==> src/rtl/pll_rb_pkg.sv <==
package pll_rb_pkg;
  localparam int WORD_W    = 32;
  localparam int FIELD_W   = 15;
  localparam int TIME_W    = 6;
  localparam int LOW_LSB   = 0;
  localparam int HIGH_LSB  = 6;
  localparam int EDGE_BIT  = 12;
  localparam int BYP_BIT   = 13;
  localparam int HOLD_BIT  = 14;
  localparam int NUM_DIV   = 3;
  localparam int IDX_W     = 2;

  localparam logic [FIELD_W-1:0] DIV_RESET = 15'h2000;

  typedef enum logic [IDX_W-1:0] {
    SLOT_IN  = 2'd0,
    SLOT_FB  = 2'd1,
    SLOT_OUT = 2'd2
  } div_slot_e;

  // A non-bypassed divider needs both phases to be at least one cycle long.
  function automatic logic div_fault(input logic [FIELD_W-1:0] w);
    logic zero_low;
    logic zero_high;
    zero_low  = (w[LOW_LSB +: TIME_W] == '0);
    zero_high = (w[HIGH_LSB +: TIME_W] == '0);
    return !w[BYP_BIT] && (zero_low || zero_high);
  endfunction
endpackage

==> src/rtl/pll_rb_decode.sv <==
module pll_rb_decode
  import pll_rb_pkg::*;
#(
  parameter int ADDR_W    = 12,
  parameter int STAT_ADDR = 'h100
) (
  input  logic              req_valid,
  input  logic              req_write,
  input  logic [ADDR_W-1:0] req_addr,
  input  logic              hold_bit,
  output logic [NUM_DIV-1:0] slot_wr,
  output logic [NUM_DIV-1:0] slot_rd,
  output logic              stat_rd,
  output logic              commit
);
  logic             in_cfg_win;
  logic [IDX_W-1:0] idx;
  logic             is_wr;
  logic             is_rd;

  always_comb begin
    in_cfg_win = (req_addr[ADDR_W-1:4] == '0) && (req_addr[1:0] == 2'b00);
    idx        = req_addr[3:2];
    is_wr      = req_valid && req_write;
    is_rd      = req_valid && !req_write;
    stat_rd    = is_rd && (req_addr == ADDR_W'(STAT_ADDR));
  end

  for (genvar i = 0; i < NUM_DIV; i++) begin : g_sel
    logic hit;
    assign hit        = in_cfg_win && (idx == IDX_W'(i));
    assign slot_wr[i] = is_wr && hit;
    assign slot_rd[i] = is_rd && hit;
  end

  assign commit = (|slot_wr) && !hold_bit;

  // at most one divider slot is addressed per request
  always_comb begin
    assert_one_slot_R1: assert ($onehot0(slot_wr) && $onehot0(slot_rd));
  end
endmodule

==> src/rtl/pll_rb_div_slot.sv <==
module pll_rb_div_slot
  import pll_rb_pkg::*;
#(
  parameter logic [FIELD_W-1:0] RESET_VAL = DIV_RESET
) (
  input  logic               clk,
  input  logic               rst_n,
  input  logic               wr_en,
  input  logic [FIELD_W-1:0] wr_data,
  input  logic               commit,
  output logic [FIELD_W-1:0] active_q,
  output logic               fault_next
);
  logic [FIELD_W-1:0] shadow_q;
  logic [FIELD_W-1:0] shadow_d;
  logic [FIELD_W-1:0] active_d;
  logic               shadow_en;
  logic               active_en;

  always_comb begin
    shadow_en  = wr_en;
    active_en  = commit;
    shadow_d   = wr_en ? wr_data : shadow_q;
    active_d   = shadow_d;
    fault_next = div_fault(shadow_d);
  end

  always_ff @(posedge clk or negedge rst_n) begin
    if (!rst_n) begin
      shadow_q <= RESET_VAL;
    end else if (shadow_en) begin
      shadow_q <= shadow_d;
    end
  end

  always_ff @(posedge clk or negedge rst_n) begin
    if (!rst_n) begin
      active_q <= RESET_VAL;
    end else if (active_en) begin
      active_q <= active_d;
    end
  end

  // the active word only moves on a commit
  assert_hold_stable_R3: assert property (@(posedge clk) disable iff (!rst_n)
    !commit |=> $stable(active_q));

  // a committing write to this slot lands directly in the active word
  assert_commit_direct_R4: assert property (@(posedge clk) disable iff (!rst_n)
    (commit && wr_en) |=> (active_q == $past(wr_data)));
endmodule

==> src/rtl/pll_rb_lock_timer.sv <==
module pll_rb_lock_timer #(
  parameter int RELOCK_CYCLES = 5000,
  localparam int CNT_W = $clog2(RELOCK_CYCLES + 1)
) (
  input  logic clk,
  input  logic rst_n,
  input  logic start,
  input  logic lock_in,
  output logic locked
);
  logic [CNT_W-1:0] cnt_q;
  logic [CNT_W-1:0] cnt_d;
  logic             cnt_en;
  logic             busy;

  always_comb begin
    busy   = (cnt_q != '0);
    cnt_en = start || busy;
    if (start) begin
      cnt_d = CNT_W'(RELOCK_CYCLES);
    end else begin
      cnt_d = cnt_q - 1'b1;
    end
    locked = !busy && lock_in;
  end

  always_ff @(posedge clk or negedge rst_n) begin
    if (!rst_n) begin
      cnt_q <= '0;
    end else if (cnt_en) begin
      cnt_q <= cnt_d;
    end
  end

  // lock is withdrawn right after a new setting is applied
  assert_relock_drop_R6: assert property (@(posedge clk) disable iff (!rst_n)
    start |=> !locked);
endmodule

==> src/rtl/pll_divider_regbank.sv <==
module pll_divider_regbank
  import pll_rb_pkg::*;
#(
  parameter int ADDR_W        = 12,
  parameter int STAT_ADDR     = 'h100,
  parameter int RELOCK_CYCLES = 5000
) (
  input  logic              clk,
  input  logic              rst_n,
  input  logic              req_valid,
  input  logic              req_write,
  input  logic [ADDR_W-1:0] req_addr,
  input  logic [31:0]       req_wdata,
  output logic              rsp_valid,
  output logic [31:0]       rsp_rdata,
  input  logic              pll_lock_in,
  output logic [31:0]       in_div_word,
  output logic [31:0]       fb_div_word,
  output logic [31:0]       out_div_word,
  output logic              relock_start,
  output logic              lock_o,
  output logic              error_o
);
  localparam int PAD_W = WORD_W - FIELD_W;

  // reset synchronizer: asynchronous assert, synchronous release
  logic [1:0] rst_sync_q;
  logic       rst_s_n;

  always_ff @(posedge clk or negedge rst_n) begin
    if (!rst_n) begin
      rst_sync_q <= 2'b00;
    end else begin
      rst_sync_q <= {rst_sync_q[0], 1'b1};
    end
  end
  assign rst_s_n = rst_sync_q[1];

  logic [NUM_DIV-1:0] slot_wr;
  logic [NUM_DIV-1:0] slot_rd;
  logic               stat_rd;
  logic               commit;

  pll_rb_decode #(
    .ADDR_W    (ADDR_W),
    .STAT_ADDR (STAT_ADDR)
  ) u_decode (
    .req_valid (req_valid),
    .req_write (req_write),
    .req_addr  (req_addr),
    .hold_bit  (req_wdata[HOLD_BIT]),
    .slot_wr   (slot_wr),
    .slot_rd   (slot_rd),
    .stat_rd   (stat_rd),
    .commit    (commit)
  );

  logic [FIELD_W-1:0] active [NUM_DIV];
  logic [NUM_DIV-1:0] fault_next;

  for (genvar i = 0; i < NUM_DIV; i++) begin : g_slot
    pll_rb_div_slot #(
      .RESET_VAL (DIV_RESET)
    ) u_slot (
      .clk        (clk),
      .rst_n      (rst_s_n),
      .wr_en      (slot_wr[i]),
      .wr_data    (req_wdata[FIELD_W-1:0]),
      .commit     (commit),
      .active_q   (active[i]),
      .fault_next (fault_next[i])
    );
  end

  // commit pulse and error flag
  logic commit_q;
  logic err_q;
  logic err_d;
  logic err_en;

  always_comb begin
    err_en = commit;
    err_d  = |fault_next;
  end

  always_ff @(posedge clk or negedge rst_s_n) begin
    if (!rst_s_n) begin
      commit_q <= 1'b0;
    end else begin
      commit_q <= commit;
    end
  end

  always_ff @(posedge clk or negedge rst_s_n) begin
    if (!rst_s_n) begin
      err_q <= 1'b0;
    end else if (err_en) begin
      err_q <= err_d;
    end
  end

  logic locked;

  pll_rb_lock_timer #(
    .RELOCK_CYCLES (RELOCK_CYCLES)
  ) u_lock (
    .clk     (clk),
    .rst_n   (rst_s_n),
    .start   (commit),
    .lock_in (pll_lock_in),
    .locked  (locked)
  );

  // read response path
  logic        rsp_valid_q;
  logic        rsp_valid_d;
  logic [31:0] rsp_data_q;
  logic [31:0] rsp_data_d;

  always_comb begin
    rsp_valid_d = stat_rd || (|slot_rd);
    rsp_data_d  = '0;
    if (stat_rd) begin
      rsp_data_d = {30'd0, err_q, locked};
    end
    for (int i = 0; i < NUM_DIV; i++) begin
      if (slot_rd[i]) begin
        rsp_data_d = {{PAD_W{1'b0}}, active[i]};
      end
    end
    // reads of unmapped addresses still answer, with zero data
    if (req_valid && !req_write) begin
      rsp_valid_d = 1'b1;
    end
  end

  always_ff @(posedge clk or negedge rst_s_n) begin
    if (!rst_s_n) begin
      rsp_valid_q <= 1'b0;
      rsp_data_q  <= '0;
    end else begin
      rsp_valid_q <= rsp_valid_d;
      rsp_data_q  <= rsp_data_d;
    end
  end

  assign rsp_valid    = rsp_valid_q;
  assign rsp_rdata    = rsp_data_q;
  assign in_div_word  = {{PAD_W{1'b0}}, active[SLOT_IN]};
  assign fb_div_word  = {{PAD_W{1'b0}}, active[SLOT_FB]};
  assign out_div_word = {{PAD_W{1'b0}}, active[SLOT_OUT]};
  assign relock_start = commit_q;
  assign lock_o       = locked;
  assign error_o      = err_q;

  // reserved bits never appear in read data
  assert_pad_zero_R2: assert property (@(posedge clk) disable iff (!rst_s_n)
    rsp_valid |-> (rsp_rdata[31:FIELD_W] == '0));

  // error only changes when a new set is applied
  assert_err_on_commit_R7: assert property (@(posedge clk) disable iff (!rst_s_n)
    !commit |=> $stable(err_q));

  // each read is answered in the next cycle, writes are not
  assert_read_resp_R9: assert property (@(posedge clk) disable iff (!rst_s_n)
    (req_valid && !req_write) |=> rsp_valid);
  assert_no_write_resp_R9: assert property (@(posedge clk) disable iff (!rst_s_n)
    !(req_valid && !req_write) |=> !rsp_valid);

  // the relock pulse coincides with lock being withdrawn
  assert_pulse_unlocked_R6: assert property (@(posedge clk) disable iff (!rst_s_n)
    relock_start |-> !lock_o);
endmodule

==> config.mk <==
export PLATFORM = sky130hd
export DESIGN_NAME = pll_divider_regbank
export DESIGN_NICKNAME = d
export VERILOG_FILES = /design/src/rtl/pll_rb_pkg.sv /design/src/rtl/pll_rb_decode.sv /design/src/rtl/pll_rb_div_slot.sv /design/src/rtl/pll_rb_lock_timer.sv /design/src/rtl/pll_divider_regbank.sv
export SDC_FILE = /design/constraint.sdc
export NUM_CORES = 1
export LEC_CHECK = 0
export ABC_AREA = 1
export BUFFER_PORTS_ARGS = -buffer_cell sky130_fd_sc_hd__clkbuf_2
export CORE_MARGIN = 1
export CORE_UTILIZATION = 51
export CTS_CLUSTER_SIZE = 28
export DETAILED_ROUTE_END_ITERATION = 7
export GPL_TIMING_DRIVEN = 1
export PLACE_DENSITY = 0.8
export SETUP_SLACK_MARGIN = 0.02
export SLEW_MARGIN = 10
export SYNTH_ARGS = -nofsm -noshare
export SYNTH_HDL_FRONTEND = slang
export SYNTH_SLANG_ARGS = --single-unit
==> constraint.sdc <==
create_clock -name clk -period 4.34 [get_ports clk]
set_clock_uncertainty 0.15 [all_clocks]
set_input_delay 0.217 -clock clk [delete_from_list [all_inputs] [get_ports clk]]
set_output_delay 0.217 -clock clk [all_outputs]
set_load 0.01 [all_outputs]
==> results.yml <==
logic_synthesis:
  yosysSeqAreaShare: 0.535
  ys_ff_latch: 123
  syn_area_um2: 5770
  synth_compound_area_frac: 0.0783
  postSynthCellCount: 652
  synth-edff-count: 0
  ys.flop_type: "dfrtp_1"
  yosys_warnings: 0
  async_reset_ff_frac: 1.00
  synth.top_cell.area_share: 0.508
  yosys.area_share.xor_xnor: 0.00608
  synth.most_common_cell: "nand2_1"
  yosys.area_share.simple: 0.236
  synthMuxAreaShare: 0.00174
  yosysTopAreaCell: "dfrtp_1"
  synth_top_family_by_area: "simple AND/OR/NAND/NOR gates"
  avgSynthCellArea_um2: 8.84
  synthTopCellsByArea: "dfrtp_1 51%, nand2_1 11%, buf_4 9.6%"
  synthAdderAreaFrac: 0.00217
  synth_common_cells: "175 x nand2_1, 117 x dfrtp_1, 74 x buf_4"
  ys_types: 34
placement:
  gp_congestion: 0.897
  dpl.hpwl_mm: 9.42
  port_buffers: 95
critical_path:
  path_class: "input pin to register"
  crit_path_start_kind: "input pin"
  worstPathRequired_ps: 4490
  crit_end: "error_o"
  end_kind: "register"
  r2r-end: "rsp_rdata[0]"
  worstPathArrival_ps: 2550
  rrSetupSlack_ps: 2000
  startpoint: "req_addr[2]"
  r2r_start: "u_lock.cnt_q[0]"
  reg2regPathDepth: 10
  crit_fanout: 39
floorplan:
  num_rows: 38
  core_um2: 10900
  initial_core_util: 0.527
  dieArea_um2: 11700
  fp.dieH_um: 108
  dieWidth_um: 108
  num_io_pins: 181
clocking:
  clock-root-buffer: "clkbuf_16"
  cts_buffer_depth: 2
  cts_tree: "done"
  htreeDepth: 4
  clk_pin_slew_ps: 50
  cts_sinks: 123
  post_cts_buffers: 0
  cts_buffers: 17
  postCtsHoldBufs: 8
  cts_resized: 0
  clk-insertion-delay-late_ps: 420
power_and_ir_drop:
  p_leak_nw: 3.73
  power_density_nw_per_um2: 429
  fin_total_pwr_mw: 2.91
  ir_worst_vdd_v: 0.000215
  p_clk_frac: 0.529
  switchingPower_mw: 0.640
  sequentialPowerShare: 0.419
  p_int_mw: 2.27
  pwr-share-comb: 0.051
  switching_share: 0.220
routing:
  top_layer_used: "met4"
  met1_length_mm: 5.50
  drt_wl_total_mm: 14.2
  wl_met3_mm: 1.19
  route.detailed.drc: 0
  wl_per_cell_um: 15.7
  dr_wl_met2_mm: 6.97
  final_antenna_net_count: 0
  vias: 4829
  avgViaCountPerCell: 5.34
  dr.pass1.iters: 6
  drtIter0Drc: 365
sta:
  finalHoldViolations: 0
  fin_setup_tns_ps: 0
  relSlewSlack: 0.292
  hold_ws_ps: 6.42
  final_max_slew_viol_count: 0
  worst_pin_slew_ps: 1060
  fin_crit_sh: 0.553
  setup_violations: 0
  min_period_ps: 2400
  max_freq_mhz: 417
  rsz0062_at_grt: "false"
finish:
  drive_above_1_share: 0.197
  nets: 802
  syn2layout_area_growth_pct: 17.7
  diodes: 0
  fin_util: 0.621
  multi_input_area_um2: 2130
  fillers: 862
  seq_area_um2: 3090
global_routing:
  grt_usage: 0.256
  grt_pass1_wl_mm: 22.5
  grt_pass1_vias: 4631
  grt_max_degree: 82
  grt_antenna_before_repair: 0
  overflow: 0
status:
  outcome: "finished, final reports clean"
job:
  max_cap_violations: 0
worst_hold_path:
  worstHoldPathCells: 3
  hold_path_class: "input pin to register"
[metal layers]
| metal | up-vias | global-route usage |
|---|---|---|
| li1 | 2179 | - |
| met4 | 0 | 0.143 |
| met1 | 2295 | 0.316 |
| met5 | - | 0 |
| met2 | 303 | 0.414 |
| met3 | 52 | 0.0609 |
[flip-flops by register name, summed over array words and instances, names as in the netlist]
register / count
g_slot.u_slot.shadow_q: 45
rsp_valid: 1
u_lock.cnt_q: 13
rst_sync_q: 2
relock_start: 1
g_slot.u_slot.active_q: 45
error_o: 1
rsp_rdata: 15
[worst min path at each step]
stage | from | end | slack [ps]
3_5_place_dp | rst_n | rst_sync_q[0] | -140
3_3_place_gp | rst_n | rst_sync_q[0] | -150
4_1_cts | req_wdata[2] | g_slot[2].u_slot.shadow_q[2] | 4
6_report | req_wdata[10] | g_slot[1].u_slot.shadow_q[10] | 6
2_1_floorplan | rst_n | rst_sync_q[0] | -230
5_1_grt | req_wdata[9] | g_slot[2].u_slot.shadow_q[9] | 30
[layout by cell type, fill, tap and decap left out, types with 2 or more instances in the layout]
master	count
clkbuf_8	2
clkinvlp_4	3
inv_2	2
clkbuf_1	2
nor2_4	2
dlygate4sd3_1	8
o21ai_0	23
dfstp_2	6
nor3b_1	3
inv_1	36
nor2_1	68
clkbuf_2	95
nor3_1	4
a31oi_1	20
clkinv_2	2
buf_4	5
clkbuf_16	17
conb_1	69
nand2_1	175
a21oi_1	4
nand3_1	28
o21ai_1	28
xor2_1	4
o21bai_1	3
nor3_2	2
nand4_1	19
nand4_4	3
bufinv_16	5
dfrtp_1	116
[critical path, cell delays in order]
cell and delay, ps:
clkbuf_2 110, inv_1 70, nor2_4 420, nand4_4 410, a31oi_4 610, buf_4 460, nand2_1 90, nor2_1 110
nor2_1 50
[logic make-up (layout without fill, tap and decap cells)]
kind of cell             after synthesis  count (layout)
XOR/XNOR                               4               4
AND/OR/NAND/NOR                      308             308
adder cells (fa/ha/maj)                1               1
other                                  2              69
flip-flops                           123             123
AO/OA/AOI/OAI                         80              80
buffers and inverters                133             179
multiplexers                           1               1
[final cells by class]
cell class | count | area share
flip-flops and latches | 123 | 0.455
multi-input cells | 463 | 0.314
repair buffers | 108 | 0.0874
clock buffers | 21 | 0.0678
clock inverters | 11 | 0.0282
well taps | 140 | 0.0258
inverters | 39 | 0.0216
[stage by stage]
stage / std cells / setup WS (ps) / cell area (um^2)
3_5_place_dp: 865 / 1550 / 6060
4_1_cts: 905 / 1960 / 6790
3_3_place_gp: 865 / 1600 / 6060
2_1_floorplan: 719 / 520 / 6020
6_report: 905 / 1940 / 6790
5_1_grt: 905 / 1740 / 6790
[power by group through the flow]
stage,clock [mW],combinational (mW),sequential (mW)
finish,1.54,0.150,1.22
CTS,1.55,0.149,1.22
floorplan,0,0.139,1.24
global placement,0,0.129,1.24
global route,1.60,0.169,1.23
detailed placement,0,0.137,1.24
No activity file was read; power rests on OpenSTA's default activity.
